==> config.mk <==
export PLATFORM = sky130hd
export DESIGN_NAME = dram_refresh_seq
export DESIGN_NICKNAME = d
export VERILOG_FILES = /design/src/rtl/dram_rfsh_pkg.sv /design/src/rtl/rfsh_interval_timer.sv /design/src/rtl/rfsh_row_counter.sv /design/src/rtl/rfsh_seq_fsm.sv /design/src/rtl/dram_refresh_seq.sv
export SDC_FILE = /design/constraint.sdc
export NUM_CORES = 1
export LEC_CHECK = 0
export CORE_ASPECT_RATIO = 0.75
export CORE_MARGIN = 2
export CORE_UTILIZATION = 50
export DETAILED_ROUTE_END_ITERATION = 10
export PLACE_DENSITY = 0.73
export SLEW_MARGIN = 0
export SYNTH_ARGS = -nofsm -noshare
export SYNTH_HDL_FRONTEND = slang
export SYNTH_HIERARCHICAL = 1
export SYNTH_SLANG_ARGS = --single-unit
==> constraint.sdc <==
create_clock -name clk -period 2.27 [get_ports clk]
set_input_delay 0.3405 -clock clk [delete_from_list [all_inputs] [get_ports clk]]
set_output_delay 0.3405 -clock clk [all_outputs]
set_load 0.005 [all_outputs]
==> src/rtl/dram_rfsh_pkg.sv <==
package dram_rfsh_pkg;

   typedef enum logic [2:0] {
      S_PAUSE,
      S_IDLE,
      S_HOST,
      S_CSETUP,
      S_RAS,
      S_PRE
   } seq_state_e;

   // bits needed to count 0 .. v-1
   function automatic int unsigned cnt_width(input int unsigned v);
      return (v < 2) ? 1 : $clog2(v);
   endfunction

   function automatic int unsigned max4(input int unsigned a, b, c, d);
      int unsigned m;
      m = a;
      if (b > m) m = b;
      if (c > m) m = c;
      if (d > m) m = d;
      return m;
   endfunction

endpackage

==> src/rtl/rfsh_interval_timer.sv <==
module rfsh_interval_timer
   import dram_rfsh_pkg::*;
#(
   parameter int unsigned PERIOD = 1562
) (
   input  logic clk,
   input  logic rst_n,
   input  logic en,
   output logic tick
);
   localparam int unsigned W = cnt_width(PERIOD);

   generate
      if (PERIOD == 1) begin : g_every
         assign tick = en;
      end else begin : g_count
         logic [W-1:0] cnt;
         always_ff @(posedge clk or negedge rst_n) begin
            if (!rst_n)                        cnt <= '0;
            else if (!en)                      cnt <= '0;
            else if (cnt == W'(PERIOD - 1))    cnt <= '0;
            else                               cnt <= cnt + 1'b1;
         end
         assign tick = en && (cnt == W'(PERIOD - 1));

         // a pulse never repeats on the next cycle
         a_r8_tick_spacing: assert property (@(posedge clk) disable iff (!rst_n)
            tick |=> !tick);
      end
   endgenerate
endmodule

==> src/rtl/rfsh_row_counter.sv <==
module rfsh_row_counter #(
   parameter int unsigned ROW_W = 12
) (
   input  logic             clk,
   input  logic             rst_n,
   input  logic             adv,
   output logic [ROW_W-1:0] row
);
   // power-of-two row count: natural wrap of the adder gives modulo rows
   always_ff @(posedge clk or negedge rst_n) begin
      if (!rst_n)   row <= '0;
      else if (adv) row <= row + 1'b1;
   end
endmodule

==> src/rtl/rfsh_seq_fsm.sv <==
module rfsh_seq_fsm
   import dram_rfsh_pkg::*;
#(
   parameter int unsigned PAUSE_CYC   = 20000,
   parameter int unsigned INIT_CYCLES = 8,
   parameter int unsigned T_CSR       = 2,
   parameter int unsigned T_RAS       = 6,
   parameter int unsigned T_RP        = 5
) (
   input  logic clk,
   input  logic rst_n,
   input  logic cbr_mode,
   input  logic host_req,
   input  logic tick,
   output logic ras_n,
   output logic cas_n,
   output logic addr_oe,
   output logic row_adv,
   output logic ready,
   output logic host_gnt
);
   localparam int unsigned TW = cnt_width(max4(PAUSE_CYC, T_CSR, T_RAS, T_RP));
   localparam int unsigned IW = cnt_width(INIT_CYCLES + 1);

   seq_state_e    st, st_d;
   logic [TW-1:0] tcnt, tcnt_d;
   logic [IW-1:0] init_left;
   logic          cur_cbr, cur_cbr_d;
   logic          due, start, init_dec, in_init;

   assign in_init = (init_left != '0);

   always_comb begin
      st_d      = st;
      tcnt_d    = tcnt + 1'b1;
      cur_cbr_d = cur_cbr;
      start     = 1'b0;
      row_adv   = 1'b0;
      init_dec  = 1'b0;
      case (st)
         S_PAUSE:  if (tcnt == TW'(PAUSE_CYC - 1)) start = 1'b1;
         S_IDLE: begin
            tcnt_d = '0;
            if (due)           start = 1'b1;
            else if (host_req) st_d  = S_HOST;
         end
         S_HOST: begin
            tcnt_d = '0;
            if (!host_req) st_d = S_IDLE;
         end
         S_CSETUP: if (tcnt == TW'(T_CSR - 1)) begin
            st_d   = S_RAS;
            tcnt_d = '0;
         end
         S_RAS: if (tcnt == TW'(T_RAS - 1)) begin
            st_d     = S_PRE;
            tcnt_d   = '0;
            row_adv  = !cur_cbr;
            init_dec = in_init;
         end
         S_PRE: if (tcnt == TW'(T_RP - 1)) begin
            tcnt_d = '0;
            if (in_init && cur_cbr)  st_d  = S_RAS;   // CAS stays low, RAS only
            else if (in_init || due) start = 1'b1;
            else if (host_req)       st_d  = S_HOST;
            else                     st_d  = S_IDLE;
         end
         default: st_d = S_IDLE;
      endcase
      if (start) begin
         cur_cbr_d = cbr_mode;
         tcnt_d    = '0;
         st_d      = cbr_mode ? S_CSETUP : S_RAS;
      end
   end

   always_ff @(posedge clk or negedge rst_n) begin
      if (!rst_n) begin
         st        <= S_PAUSE;
         tcnt      <= '0;
         cur_cbr   <= 1'b0;
         due       <= 1'b0;
         init_left <= IW'(INIT_CYCLES);
      end else begin
         st      <= st_d;
         tcnt    <= tcnt_d;
         cur_cbr <= cur_cbr_d;
         due     <= tick | (due & ~start);
         if (init_dec) init_left <= init_left - 1'b1;
      end
   end

   assign ras_n    = (st != S_RAS);
   assign cas_n    = !(cur_cbr && (st == S_CSETUP || st == S_RAS ||
                                   (st == S_PRE && in_init)));
   assign addr_oe  = (st == S_RAS) && !cur_cbr;
   assign ready    = !in_init;
   assign host_gnt = (st == S_HOST);

   a_r3_ready_sticky: assert property (@(posedge clk) disable iff (!rst_n)
      ready |=> ready);
   a_r9_grant_held: assert property (@(posedge clk) disable iff (!rst_n)
      host_gnt && host_req |=> host_gnt);
   a_r10_due_before_host: assert property (@(posedge clk) disable iff (!rst_n)
      (st == S_IDLE) && due |=> !host_gnt);
endmodule

==> src/rtl/dram_refresh_seq.sv <==
module dram_refresh_seq
   import dram_rfsh_pkg::*;
#(
   parameter bit          LARGE_ARRAY = 1'b1,
   parameter int unsigned CLK_PER_US  = 100,
   parameter int unsigned PAUSE_US    = 200,
   parameter int unsigned INIT_CYCLES = 8,
   parameter int unsigned T_CSR       = 2,
   parameter int unsigned T_CHR       = 2,
   parameter int unsigned T_RAS       = 6,
   parameter int unsigned T_RP        = 5,
   localparam int unsigned ROW_W      = LARGE_ARRAY ? 12 : 11
) (
   input  logic             clk,
   input  logic             rst_n,
   input  logic             cbr_mode,
   input  logic             host_req,
   output logic             ras_n,
   output logic             cas_n,
   output logic             we_n,
   output logic [ROW_W-1:0] row_addr,
   output logic             addr_oe,
   output logic             ready,
   output logic             host_gnt
);
   localparam int unsigned ROWS      = 1 << ROW_W;
   localparam int unsigned WINDOW_US = LARGE_ARRAY ? 64000 : 32000;
   localparam int unsigned INTERVAL  = WINDOW_US * CLK_PER_US / ROWS;
   localparam int unsigned PAUSE_CYC = PAUSE_US * CLK_PER_US;
   localparam int unsigned SW        = cnt_width(PAUSE_CYC + 1);
   localparam int unsigned CW        = cnt_width(T_CSR + 1);

   generate
      if (T_CSR < 1 || T_RAS < 1 || T_RP < 1 || PAUSE_CYC < 1)
         $error("strobe timings and pause must be at least one cycle");
      if (T_CHR > T_RAS) $error("CAS hold cannot exceed RAS low time");
      if (T_CSR > T_RP)  $error("chained CAS setup must fit in precharge");
      if (INIT_CYCLES < 1) $error("at least one initialization refresh needed");
      if (INTERVAL <= T_CSR + T_RAS + T_RP)
         $error("refresh interval shorter than one refresh cycle");
   endgenerate

   logic tick, row_adv;

   rfsh_interval_timer #(.PERIOD(INTERVAL)) u_timer (
      .clk(clk), .rst_n(rst_n), .en(ready), .tick(tick)
   );

   rfsh_row_counter #(.ROW_W(ROW_W)) u_rows (
      .clk(clk), .rst_n(rst_n), .adv(row_adv), .row(row_addr)
   );

   rfsh_seq_fsm #(
      .PAUSE_CYC(PAUSE_CYC), .INIT_CYCLES(INIT_CYCLES),
      .T_CSR(T_CSR), .T_RAS(T_RAS), .T_RP(T_RP)
   ) u_fsm (
      .clk(clk), .rst_n(rst_n), .cbr_mode(cbr_mode), .host_req(host_req),
      .tick(tick), .ras_n(ras_n), .cas_n(cas_n), .addr_oe(addr_oe),
      .row_adv(row_adv), .ready(ready), .host_gnt(host_gnt)
   );

   // refresh never writes; a low write strobe would change the device mode
   assign we_n = 1'b1;

   // checker state for timing windows
   logic [SW-1:0] since_rst;
   logic [CW-1:0] cas_run;
   always_ff @(posedge clk or negedge rst_n) begin
      if (!rst_n) begin
         since_rst <= '0;
         cas_run   <= '0;
      end else begin
         if (since_rst != SW'(PAUSE_CYC)) since_rst <= since_rst + 1'b1;
         if (cas_n)                       cas_run   <= '0;
         else if (cas_run != CW'(T_CSR))  cas_run   <= cas_run + 1'b1;
      end
   end

   a_r2_pause_quiet: assert property (@(posedge clk) disable iff (!rst_n)
      !ras_n |-> since_rst == SW'(PAUSE_CYC));
   a_r5_cas_setup: assert property (@(posedge clk) disable iff (!rst_n)
      $fell(ras_n) && !cas_n |-> cas_run == CW'(T_CSR));
   a_r4_row_moves_after_raso: assert property (@(posedge clk) disable iff (!rst_n)
      !$stable(row_addr) |-> $past(addr_oe) && ras_n);
   a_r9_strobes_idle_in_grant: assert property (@(posedge clk) disable iff (!rst_n)
      host_gnt |-> ras_n && cas_n && !addr_oe);
endmodule

# After elaboration in Yosys (flattened, before gate mapping)
# Index checks and enable logic that the tools add are counted.
[totals] register_bits=47 in_bits=4 out_inout_bits=18
[classes] n_addsub=4 n_eq_ne=19 n_mux=29 bitwise_logic=3 reduce_logical=15
[ops] op="2-to-1 mux 15 bit" n=4
[ops] op="one-hot mux 15 bit (4 select lines)" n=1
[ops] op="== test 15 x 3 -> 1 bit (second input constant)" n=2
[ops] op="2-to-1 mux 3 bit" n=10
[ops] op="2-to-1 mux 11 bit" n=2
[ops] op="one-hot mux 3 bit (6 select lines)" n=1
[ops] op="adder 15 x 1 -> 15 bit (second input constant)" n=1
[ops] op="== test 15 x 1 -> 1 bit (second input constant)" n=1
[ops] op="== test 15 bit (second input constant)" n=1
[ops] op="adder 12 x 1 -> 12 bit (second input constant)" n=1
[ops] op="adder 11 x 1 -> 11 bit (second input constant)" n=1
[ops] op="== test 11 bit (second input constant)" n=1
[ops] op="2-to-1 mux 1 bit" n=9
[ops] op="inequality test 3 x 1 -> 1 bit (second input constant)" n=3
[ops] op="AND reduction 8 bit" n=1
[ops] op="== test 3 x 2 -> 1 bit (second input constant)" n=2
[ops] op="== test 3 bit (second input constant)" n=2
[ops] op="inequality test 3 x 2 -> 1 bit (second input constant)" n=2
[ops] op="inequality test 3 bit (second input constant)" n=2
[ops] op="logical AND 1 bit" n=5
[ops] op="inequality test 4 x 2 -> 1 bit (second input constant)" n=1
[ops] op="nonzero test 4 bit" n=1
[ops] op="subtractor 4 x 1 -> 4 bit (second input constant)" n=1
[ops] op="== test 3 x 1 -> 1 bit (second input constant)" n=1
[ops] op="10 further kinds" n=14

# Logic depth before layout (Yosys ltp)
# Gate-level depths: netlist (run 1).
[logic_depth] depth_word=9 depth_mapped=9 depth_no_buf=9

# Cells and area by module
# The synthesis (run 1) kept the hierarchy.
[by_module_without_submodules] mod="rfsh_seq_fsm" instances=1 cells_per_inst=156 area_each_um2=1452.6 seq_area_each_um2=601.8
[by_module_without_submodules] mod="rfsh_interval_timer" instances=1 cells_per_inst=57 area_each_um2=581.8 seq_area_each_um2=275.3
[by_module_without_submodules] mod="rfsh_row_counter" instances=1 cells_per_inst=44 area_each_um2=541.8 seq_area_each_um2=300.3
[by_module_without_submodules] mod="dram_refresh_seq" instances=1 cells_per_inst=2 area_each_um2=11.3 seq_area_each_um2=0.0

# Worst setup path before layout (run 1)
# OpenSTA, ideal clock, no wires.
[synth_timing] path_kind="register to register" startpoint="register u_fsm.tcnt[5]" endpoint="register u_rows.row[11]" arrival_time_ns=2.262 required_time_ns=2.191 slack_ns=-0.072 path_stages_with_launch=9 n_path_buf=0 synth_period_minus_slack_ns=2.342 cell_sequence="dfrtp_1 > nor4_4 > nand4_4 > nor2_2 > nand3_1 > nor2_1 > nand4_4 > nor4_4 > xor2_1"
[synth_via] elab_chain_len=3
[synth_rtl] item="start: declaration" line="rfsh_seq_fsm.sv:26" source="logic [TW-1:0] tcnt, tcnt_d;"
[synth_rtl] item="start signal: assignment" line="rfsh_seq_fsm.sv:86" source="tcnt <= tcnt_d;"
[synth_rtl] item="== test 15 x 3 -> 1 bit" line="rfsh_seq_fsm.sv:55" source="S_RAS: if (tcnt == TW'(T_RAS - 1)) begin"
[synth_rtl] item="2-to-1 mux 1 bit" line="rfsh_seq_fsm.sv:55"
[synth_rtl] item="2-to-1 mux 1 bit" line="rfsh_seq_fsm.sv:40" source="case (st)"
[synth_rtl] item="named net row_adv" line="dram_refresh_seq.sv:43" source="logic tick, row_adv;"
[synth_rtl] item="end signal: assignment" line="rfsh_row_counter.sv:12" source="else if (adv) row <= row + 1'b1;"
[synth_rtl] item="end: declaration" line="rfsh_row_counter.sv:7" source="output logic [ROW_W-1:0] row"
# The timed path passes the listed nets, and every way through them passes these cells.
# A chain may end at the register's enable or synchronous reset.

# Final worst setup path (run 1)
[layout_timing] startpoint="register u_fsm.tcnt[8]" endpoint="register u_fsm.st[1]"
[layout_via] elab_chain_len=5
[layout_rtl] item="== test 15 x 3 -> 1 bit / == test 15 bit (equally long branches)" line="rfsh_seq_fsm.sv:61, rfsh_seq_fsm.sv:41"
[layout_rtl] item="2-to-1 mux 1 bit (on tied branches)" line="rfsh_seq_fsm.sv:61, rfsh_seq_fsm.sv:41"
[layout_rtl] item="one-hot mux 1 bit (3 select lines)" line="rfsh_seq_fsm.sv:40"
[layout_rtl] item="inequality test 4 x 2 -> 1 bit (no source line) (tied with other cells)"
[layout_rtl] item="AND reduction 8 bit (no source line)"
[layout_rtl] item="end signal: assignment" line="rfsh_seq_fsm.sv:85" source="st <= st_d;"
[layout_rtl] item="end: declaration" line="rfsh_seq_fsm.sv:25" source="seq_state_e st, st_d;"
# Parallel ways exist; a longest one is shown, timed or not.

==> summary.md, run 1 <==
| Metric | Value |
|---|---|
| Tot Pwr | between 0.002 and 0.0025 W |
| Vias per inst | between 5 and 6 |
| Worst hold path type | input pin to async pin |
| Period Utilization, post-route | a little over nine tenths |
| Critical Path Fanout Max | 3 |
| Worst reg-to-reg setup slack | a little over 0.03 ns |
| Hold Buf Count CTS | 0 |
| Clock root buffer | clkbuf_8 |
| Most common cell on crit path | buf_4 |
| Cell family with most CP delay | simple AND/OR/NAND/NOR gates |
| Gpl congestion | around 0.85 |
| Crit path DAT | roughly 2.5 ns |
| Grt total ovfl | 0 |
| Final setup viols | 0 |
| Die X | approximately 87 µm |
| Htree depth | 2 |
| Fmax | 446.5 MHz |
| Final min period | 2.240 ns |
| Predominant post-synthesis flop cell | dfrtp_1 |
| Layout area overhead | 21.18% |
| Power Density | around 730 nW/µm² |
| Die height | 66.30 µm |
| Worst skew pair latency | ~0.31 ns |
| Post-synth ARST share | 100.0% |
| Leakage | 1.386 nW |
| Hold WS | -0.001601 ns |
| DIE AREA | 5772 µm² |
| Post-synth EDFFs | 0 |
| CTS tree | done |
| Row count | 22 |
| RSZ-0062 raised after global routing | true |
| CP Cell Sequence | nor4_4, nand4_4, buf_4, a21oi_4, o211ai_2, buf_4, or4b_1, nand3_1 |
| CP Class | flip-flop to flip-flop |
| Post-Syn Area | between 2000 and 3000 µm² |
| Drt pass-1 iters | 4 |
| CP required | between 2 and 3 ns |
| Seq/Total Area, Yosys | between 40% and 50% |
| Fin. max-slew vios | 0 |
| Maximum clock path buffer count | 2 |
| Initial core utilization | 52.51% |
| Gr usage total | about a fifth |
| Worst setup SP type | flip-flop |
| Post-synthesis instance total | around 260 |
| Filler cells | roughly 400 |
| Maxcap violations | 0 |
| Failing checks | negative hold slack |
| Detailed-route DRC error count | 0 |
| Core area | 4927 µm² |
| Worst-path clk slew | around 0.1 ns |
| Layout cells sized above 1 | 18.60% |
| Critical Path Sink Type | flip-flop |
| Pin count of the biggest net entering global routing | 25 |
| Detailed Place HPWL | roughly 3600 µm |
| Worst path buffer plus inverter count | 2 |
| # clock sinks | 47 |
| Worst Max-Slew Pin Slew | around 0.53 ns |
| Vias in the first global route | ~2000 |
| IO Pins | 22 |
| Antenna violations before repair | 0 |
| CP max stage cell | or4b_1 |
| Final Hold Vio Count | 1 |
| Net count after synthesis | 270 |
| Slowest cell delay on critical path | roughly 0.47 ns |
| Initial DRC count | 81 |
| Via count | 2000 |
| NumNets Final | between 300 and 400 |
| Status | finished with violations |
| YS warnings | 6 |
| Yosys reg bits | between 40 and 50 |
| Synth unique cells | 54 |
| Residual antenna-violating net count after detailed routing | 0 |
| Routed WL | between 5000 and 6000 µm |
| Clk_skew | ~0.013 ns |
| First-pass GRT wire length | 9066 µm |
| Peak VDD IR | approximately 440 µV |
| Slew margin rel. | ~65% |
| Ant. Diodes | 0 |
| IO Port Bufs | 20 |
| Avg WL per Cell | 14.33 µm |
| Number of CTS-inserted buffers | 5 |
| Final Util | 63.64% |
| Syn_area_per_cell | roughly 10 µm² |
cells in the mapped netlist, types with 4 or more instances:
cell type	instances	area (µm²)
xor2_1	16	140.1
o31ai_1	5	37.54
dfrtp_1	46	1151
o21ai_0	5	25.02
nand2_1	24	90.09
nor3_1	5	25.02
xnor2_1	12	105.1
a21oi_1	10	50.05
nand3_1	11	55.05
and3_1	5	31.28
or4_1	4	30.03
nor2_1	33	123.9
ha_1	7	87.58
inv_1	12	45.04
nand4_1	11	68.82
layout by cell type, fill, tap and decap left out, types with 2 or more instances in the layout:
master / n
and3_1: 5
nand2b_1: 3
nand2_1: 23
ha_1: 6
xnor2_1: 12
nor2_1: 31
dfrtp_1: 45
inv_1: 10
o21ai_0: 5
o22ai_1: 3
nand4_1: 11
xor2_1: 16
inv_2: 2
nor4_4: 2
nor2_2: 2
nand3b_1: 3
nand4_4: 2
clkbuf_8: 7
a21oi_2: 2
or4_1: 4
clkdlybuf4s50_1: 17
nor2b_1: 2
a21o_1: 2
buf_4: 19
nor3_1: 5
a21oi_1: 9
o31ai_1: 5
nand3_1: 11
metal layers:
| layer | wire length, µm | global-route usage [%] |
|---|---|---|
| met1 | 2646 | 27.62 |
| met2 | 2307 | 31.68 |
| met3 | 154 | 4.245 |
| met4 | 63 | 7.617 |
| met5 | 0 | 0 |
kinds of logic after synthesis:
| kind of cell | share of synthesized area (%) |
|---|---|
| AOI/OAI and AO/OA | 9.816 |
| xor gates and xnor gates | 9.478 |
| adders and majority gates | 3.385 |
| buffers and inverters | 3.336 |
| DFF | 45.50 |
| muxes | 1.692 |
| other | 0.1449 |
| and+or+nand+nor | 26.64 |
path summary, 6_finish.rpt:
check,start,to,depth (start not counted)
worst max-delay path,u_fsm/tcnt[8]$_DFF_PN0_,u_fsm/st[1]$_DFFE_PN0P_,8
worst min-delay path,rst_n,u_fsm/tcnt[12]$_DFF_PN0_,1
worst max register to register,u_fsm/tcnt[8]$_DFF_PN0_,u_fsm/st[1]$_DFFE_PN0P_,8
worst min register to register,u_rows/row[11]$_DFFE_PN0P_,u_rows/row[11]$_DFFE_PN0P_,1
max in group asynchronous,rst_n,u_fsm/init_left[3]$_DFFE_PN1P_,2
min in group clk,u_rows/row[11]$_DFFE_PN0P_,u_rows/row[11]$_DFFE_PN0P_,1
registers in the layout (all words and copies together), names as in the netlist:
name / flops
u_fsm/cur_cbr: 1
u_fsm/tcnt: 15
u_fsm/due: 1
u_rows/row: 12
u_timer/g_count.cnt: 11
u_fsm/init_left: 4
u_fsm/st: 3
area by class of cell:
class	instances	area (µm²)	area share [%]
well taps	60	75.07	2.394
clock inverters	1	7.507	0.2394
inverters	12	45.04	1.437
flip-flops and latches	47	1179	37.59
multi-input cells	193	1370	43.69
clock buffers	7	96.34	3.073
repair buffers	41	362.8	11.57
through the flow:
stage                     area (µm²)  setup WS [ns]  setup TNS, ns  instances
after detailed placement        2922        0.02477              0        344
after floorplan                 2590        0.03695              0        259
final                           3136        0.03048              0        361
after CTS                       3072       0.007381              0        355
after global placement          2922        0.06994              0        344
after global routing            3136       -0.04853        -0.2095        361
power breakdown:
group / total (W) / switching, W / internal, W
Sequential: 0.00102 / 0.000123 / 0.000893
Clock: 0.000569 / 0.000291 / 0.000277
Combinational: 0.000708 / 0.000365 / 0.000343
repair_timing:
item | CTS | global route
pin swaps | 0 | 5
gates resized for setup | 10 | 7
setup endpoints to repair | 2 | 21
buffers inserted | 3 | 6
Power figures use the tool's default switching activity.
==> run 2: changes to the inputs <==
--- a/config.mk
+++ b/config.mk
@@ -15,3 +15,4 @@
 export SYNTH_HDL_FRONTEND = slang
 export SYNTH_HIERARCHICAL = 1
 export SYNTH_SLANG_ARGS = --single-unit
+export TNS_END_PERCENT = 50
==> results of run 2 <==
The final DEF is identical to that of run 1; final timing and power are the same.
==> run 3: changes to the inputs <==
--- a/config.mk
+++ b/config.mk
@@ -10,6 +10,7 @@
 export CORE_UTILIZATION = 50
 export DETAILED_ROUTE_END_ITERATION = 10
 export PLACE_DENSITY = 0.73
+export SKIP_CTS_REPAIR_TIMING = 1
 export SLEW_MARGIN = 0
 export SYNTH_ARGS = -nofsm -noshare
 export SYNTH_HDL_FRONTEND = slang
==> constraint.sdc (replaced) <==
create_clock -name clk -period 2.27 [get_ports clk]
set_input_delay 0.454 -clock clk [delete_from_list [all_inputs] [get_ports clk]]
set_output_delay 0.454 -clock clk [all_outputs]
set_load 0.005 [all_outputs]
==> run 3 against run 2 <==
Against the previous run: the flow now finishes without violations; final area down 0.36%; global-route usage down 1.1 points; critical path depth unchanged; largest power group unchanged; highest routed layer unchanged.
==> summary.md, run 3 (synthesis results as in run 1) <==
| Metric | Value |
|---|---|
| Die height | 66.30 µm (unchanged) |
| Final min period | 2.205 ns (was 2.240 ns) |
| Layout area overhead | 20.74% (was 21.18%) |
| NumNets Final | 307 (was 311) |
| Clk pwr share | 29.9% (was 24.8%) |
| Top flop regs | u_fsm/tcnt (15), u_rows/row (12), u_timer/g_count.cnt (11) (unchanged) |
| Worst R2R Start | u_fsm/init_left[0]$_DFFE_PN0P_ (was u_fsm/tcnt[8]$_DFF_PN0_) |
| Final Util | 63.41% (was 63.64%) |
| DIE AREA | 5772 µm² (unchanged) |
| CP Cell Sequence | inv_2, ha_1, or3b_4, nand2_2, a21o_1, nand2_1, nand2_1, clkbuf_2 (was nor4_4, nand4_4, buf_4, a21oi_4, o211ai_2, buf_4, or4b_1, nand3_1) |
| Worst reg-to-reg setup slack | 0.09 ns (was 0.03 ns) |
| Htree depth | 2 (unchanged) |
| Crit path DAT | 1.75 ns (was 2.49 ns) |
| Gpl congestion | 0.8525 (was 0.8516) |
| Via count | 1969 (was 2000) |
| Number of CTS-inserted buffers | 5 (unchanged) |
| Grt total ovfl | 0 (unchanged) |
| Post-Place Cell Area | 2959 µm² (was 2922 µm²) |
| Die X | 87.07 µm (unchanged) |
| CP max stage cell | or3b_4 (was or4b_1) |
| Sequential standard cell area | 1179 µm² (unchanged) |
| Final Hold Vio Count | 0 (was 1) |
| Antenna violations before repair | 0 (unchanged) |
| Most frequent cells in the layout | dfrtp_1, nor2_1, nand2_1 (unchanged) |
| # clock sinks | 47 (unchanged) |
| Logic pwr share | 28.6% (was 30.9%) |
| Top reg by flops | u_fsm/tcnt (unchanged) |
| Final setup viols | 0 (unchanged) |
| Sw Ratio | 31.17% (was 33.99%) |
| Worst skew pair latency | 0.29 ns (was 0.31 ns) |
| Area occupied by multi-input gates | 1360 µm² (was 1370 µm²) |
| Critical Path Sink Type | output port (was flip-flop) |
| CP required | 1.82 ns (was 2.52 ns) |
| Row count | 22 (unchanged) |
| First-pass GRT wire length | 8797 µm (was 9066 µm) |
| RSZ-0062 raised after global routing | true (unchanged) |
| Vias per inst | 5.515 (was 5.540) |
| Filler cells | 410 (was 401) |
| Detailed Place HPWL | 3629 µm (was 3625 µm) |
| Initial core utilization | 52.51% (unchanged) |
| Psw | 0.0007487 W (was 0.0007791 W) |
| Worst reg2reg path endpoint | u_fsm/st[0]$_DFFE_PN0P_ (was u_fsm/st[1]$_DFFE_PN0P_) |
| Clock root buffer | clkbuf_8 (unchanged) |
| Core area | 4927 µm² (unchanged) |
| Hold WS | 0.1314 ns (was -0.001601 ns) |
| R2r worst-path depth | 8 (unchanged) |
| Period Utilization, post-route | 97.15% (was 98.66%) |
| Layout cells sized above 1 | 17.51% (was 18.60%) |
| Leakage | 1.381 nW (was 1.386 nW) |
| Slowest cell delay on critical path | 0.43 ns (was 0.47 ns) |
| Detailed-route DRC error count | 0 (unchanged) |
| Worst-path clk slew | 0.09 ns (was 0.10 ns) |
| Worst Max-Slew Pin Slew | 0.5508 ns (was 0.5270 ns) |
| Initial DRC count | 77 (was 81) |
| Clk_skew | 0.006343 ns (was 0.01298 ns) |
| Pin count of the biggest net entering global routing | 25 (unchanged) |
| Vias in the first global route | 1926 (was 1973) |
| Sequential share of power | 41.5% (was 44.3%) |
| Gr usage total | 19.12% (was 20.26%) |
| IO Pins | 22 (unchanged) |
| Maxcap violations | 0 (unchanged) |
| Fin. max-slew vios | 0 (unchanged) |
| Largest register FFs | 15 (unchanged) |
| Power Density | 768.7 nW/µm² (was 731.0 nW/µm²) |
| P_int | 0.001653 W (was 0.001513 W) |
| Routed WL | 4932 µm (was 5172 µm) |
| Avg WL per Cell | 13.82 µm (was 14.33 µm) |
| IO Port Bufs | 20 (unchanged) |
| CTS tree | done (unchanged) |
| Peak VDD IR | 366.0 µV (was 439.9 µV) |
| Fmax | 453.4 MHz (was 446.5 MHz) |
| Most common cell on crit path | nand2_1 (was buf_4) |
| Residual antenna-violating net count after detailed routing | 0 (unchanged) |
| CP Class | flip-flop to output port (was flip-flop to flip-flop) |
| Worst setup SP type | flip-flop (unchanged) |
| Most common cell after layout, fill and taps aside | dfrtp_1 (unchanged) |
| Slew margin rel. | 63.28% (was 64.87%) |
| Drt pass-1 iters | 4 (unchanged) |
| Ant. Diodes | 0 (unchanged) |
| Worst hold path type | input pin to async pin (unchanged) |
| Maximum clock path buffer count | 2 (unchanged) |
| Critical Path Fanout Max | 4 (was 3) |
| Final instance area | 3124 µm² (was 3136 µm²) |
| Status | complete, no violations (was finished with violations) |
## run 3: worst max path at each step
| stage | start | end | slack [ns] | cells after the start |
|---|---|---|---|---|
| after global routing | u_fsm/init_left[0]$_DFFE_PN0P_ | cas_n | -0.05 | 8 |
| after detailed placement | u_fsm/init_left[1]$_DFFE_PN0P_ | cas_n | -0.04 | 8 |
| after floorplan | u_fsm/tcnt[5]$_DFF_PN0_ | u_rows/row[11]$_DFFE_PN0P_ | 0.04 | 8 |
| after global placement | u_fsm/init_left[0]$_DFFE_PN0P_ | cas_n | -0.02 | 8 |
| after CTS | u_fsm/init_left[1]$_DFFE_PN0P_ | cas_n | -0.38 | 8 |
| final | u_fsm/init_left[0]$_DFFE_PN0P_ | cas_n | 0.06 | 8 |
## run 3: layout make-up
class	count	area share (%)
well taps	60	2.403
repair buffers	37	10.65
clock buffers	6	2.323
flip-flops and latches	47	37.73
multi-input cells	193	43.53
inverters	12	1.442
clock inverters	2	1.922
## run 3: routing by layer
layer	GRT usage, %	vias up	routed length, µm
met1	27.08	961	2487
met2	30.15	26	2280
met4	4.297	0	12
met3	3.995	2	152
met5	0	-	0
li1	-	980	-
## run 3: worst max-delay path, delay by kind of cell (launching register included)
kind            cells  cell delay (ns)
simple gates        4             0.63
flops               1             0.40
compound gates      1             0.11
fa+ha+maj           1             0.15
buf+inv             2             0.17
## run 3: power groups by stage
stage / Sequential [W] / Clock [W] / Combinational, W
5_1_grt: 0.00101 / 0.000772 / 0.000778
6_report: 0.000997 / 0.000717 / 0.000687
4_1_cts: 0.000994 / 0.000741 / 0.000670
3_5_place_dp: 0.00101 / 0 / 0.000665
3_3_place_gp: 0.00100 / 0 / 0.000654
2_1_floorplan: 0.000937 / 0 / 0.000498
## run 3: through the flow
| stage | TNS (ns) | power [W] | worst slack, ns | cells |
|---|---|---|---|---|
| after floorplan | 0 | 0.001435 | 0.03695 | 259 |
| after global placement | -0.01643 | 0.001659 | -0.01643 | 349 |
| after detailed placement | -0.03590 | 0.001676 | -0.03590 | 349 |
| after CTS | -0.6446 | 0.002405 | -0.3786 | 357 |
| after global routing | -0.1574 | 0.002561 | -0.05033 | 357 |
| final | 0 | 0.002402 | 0.06463 | 357 |
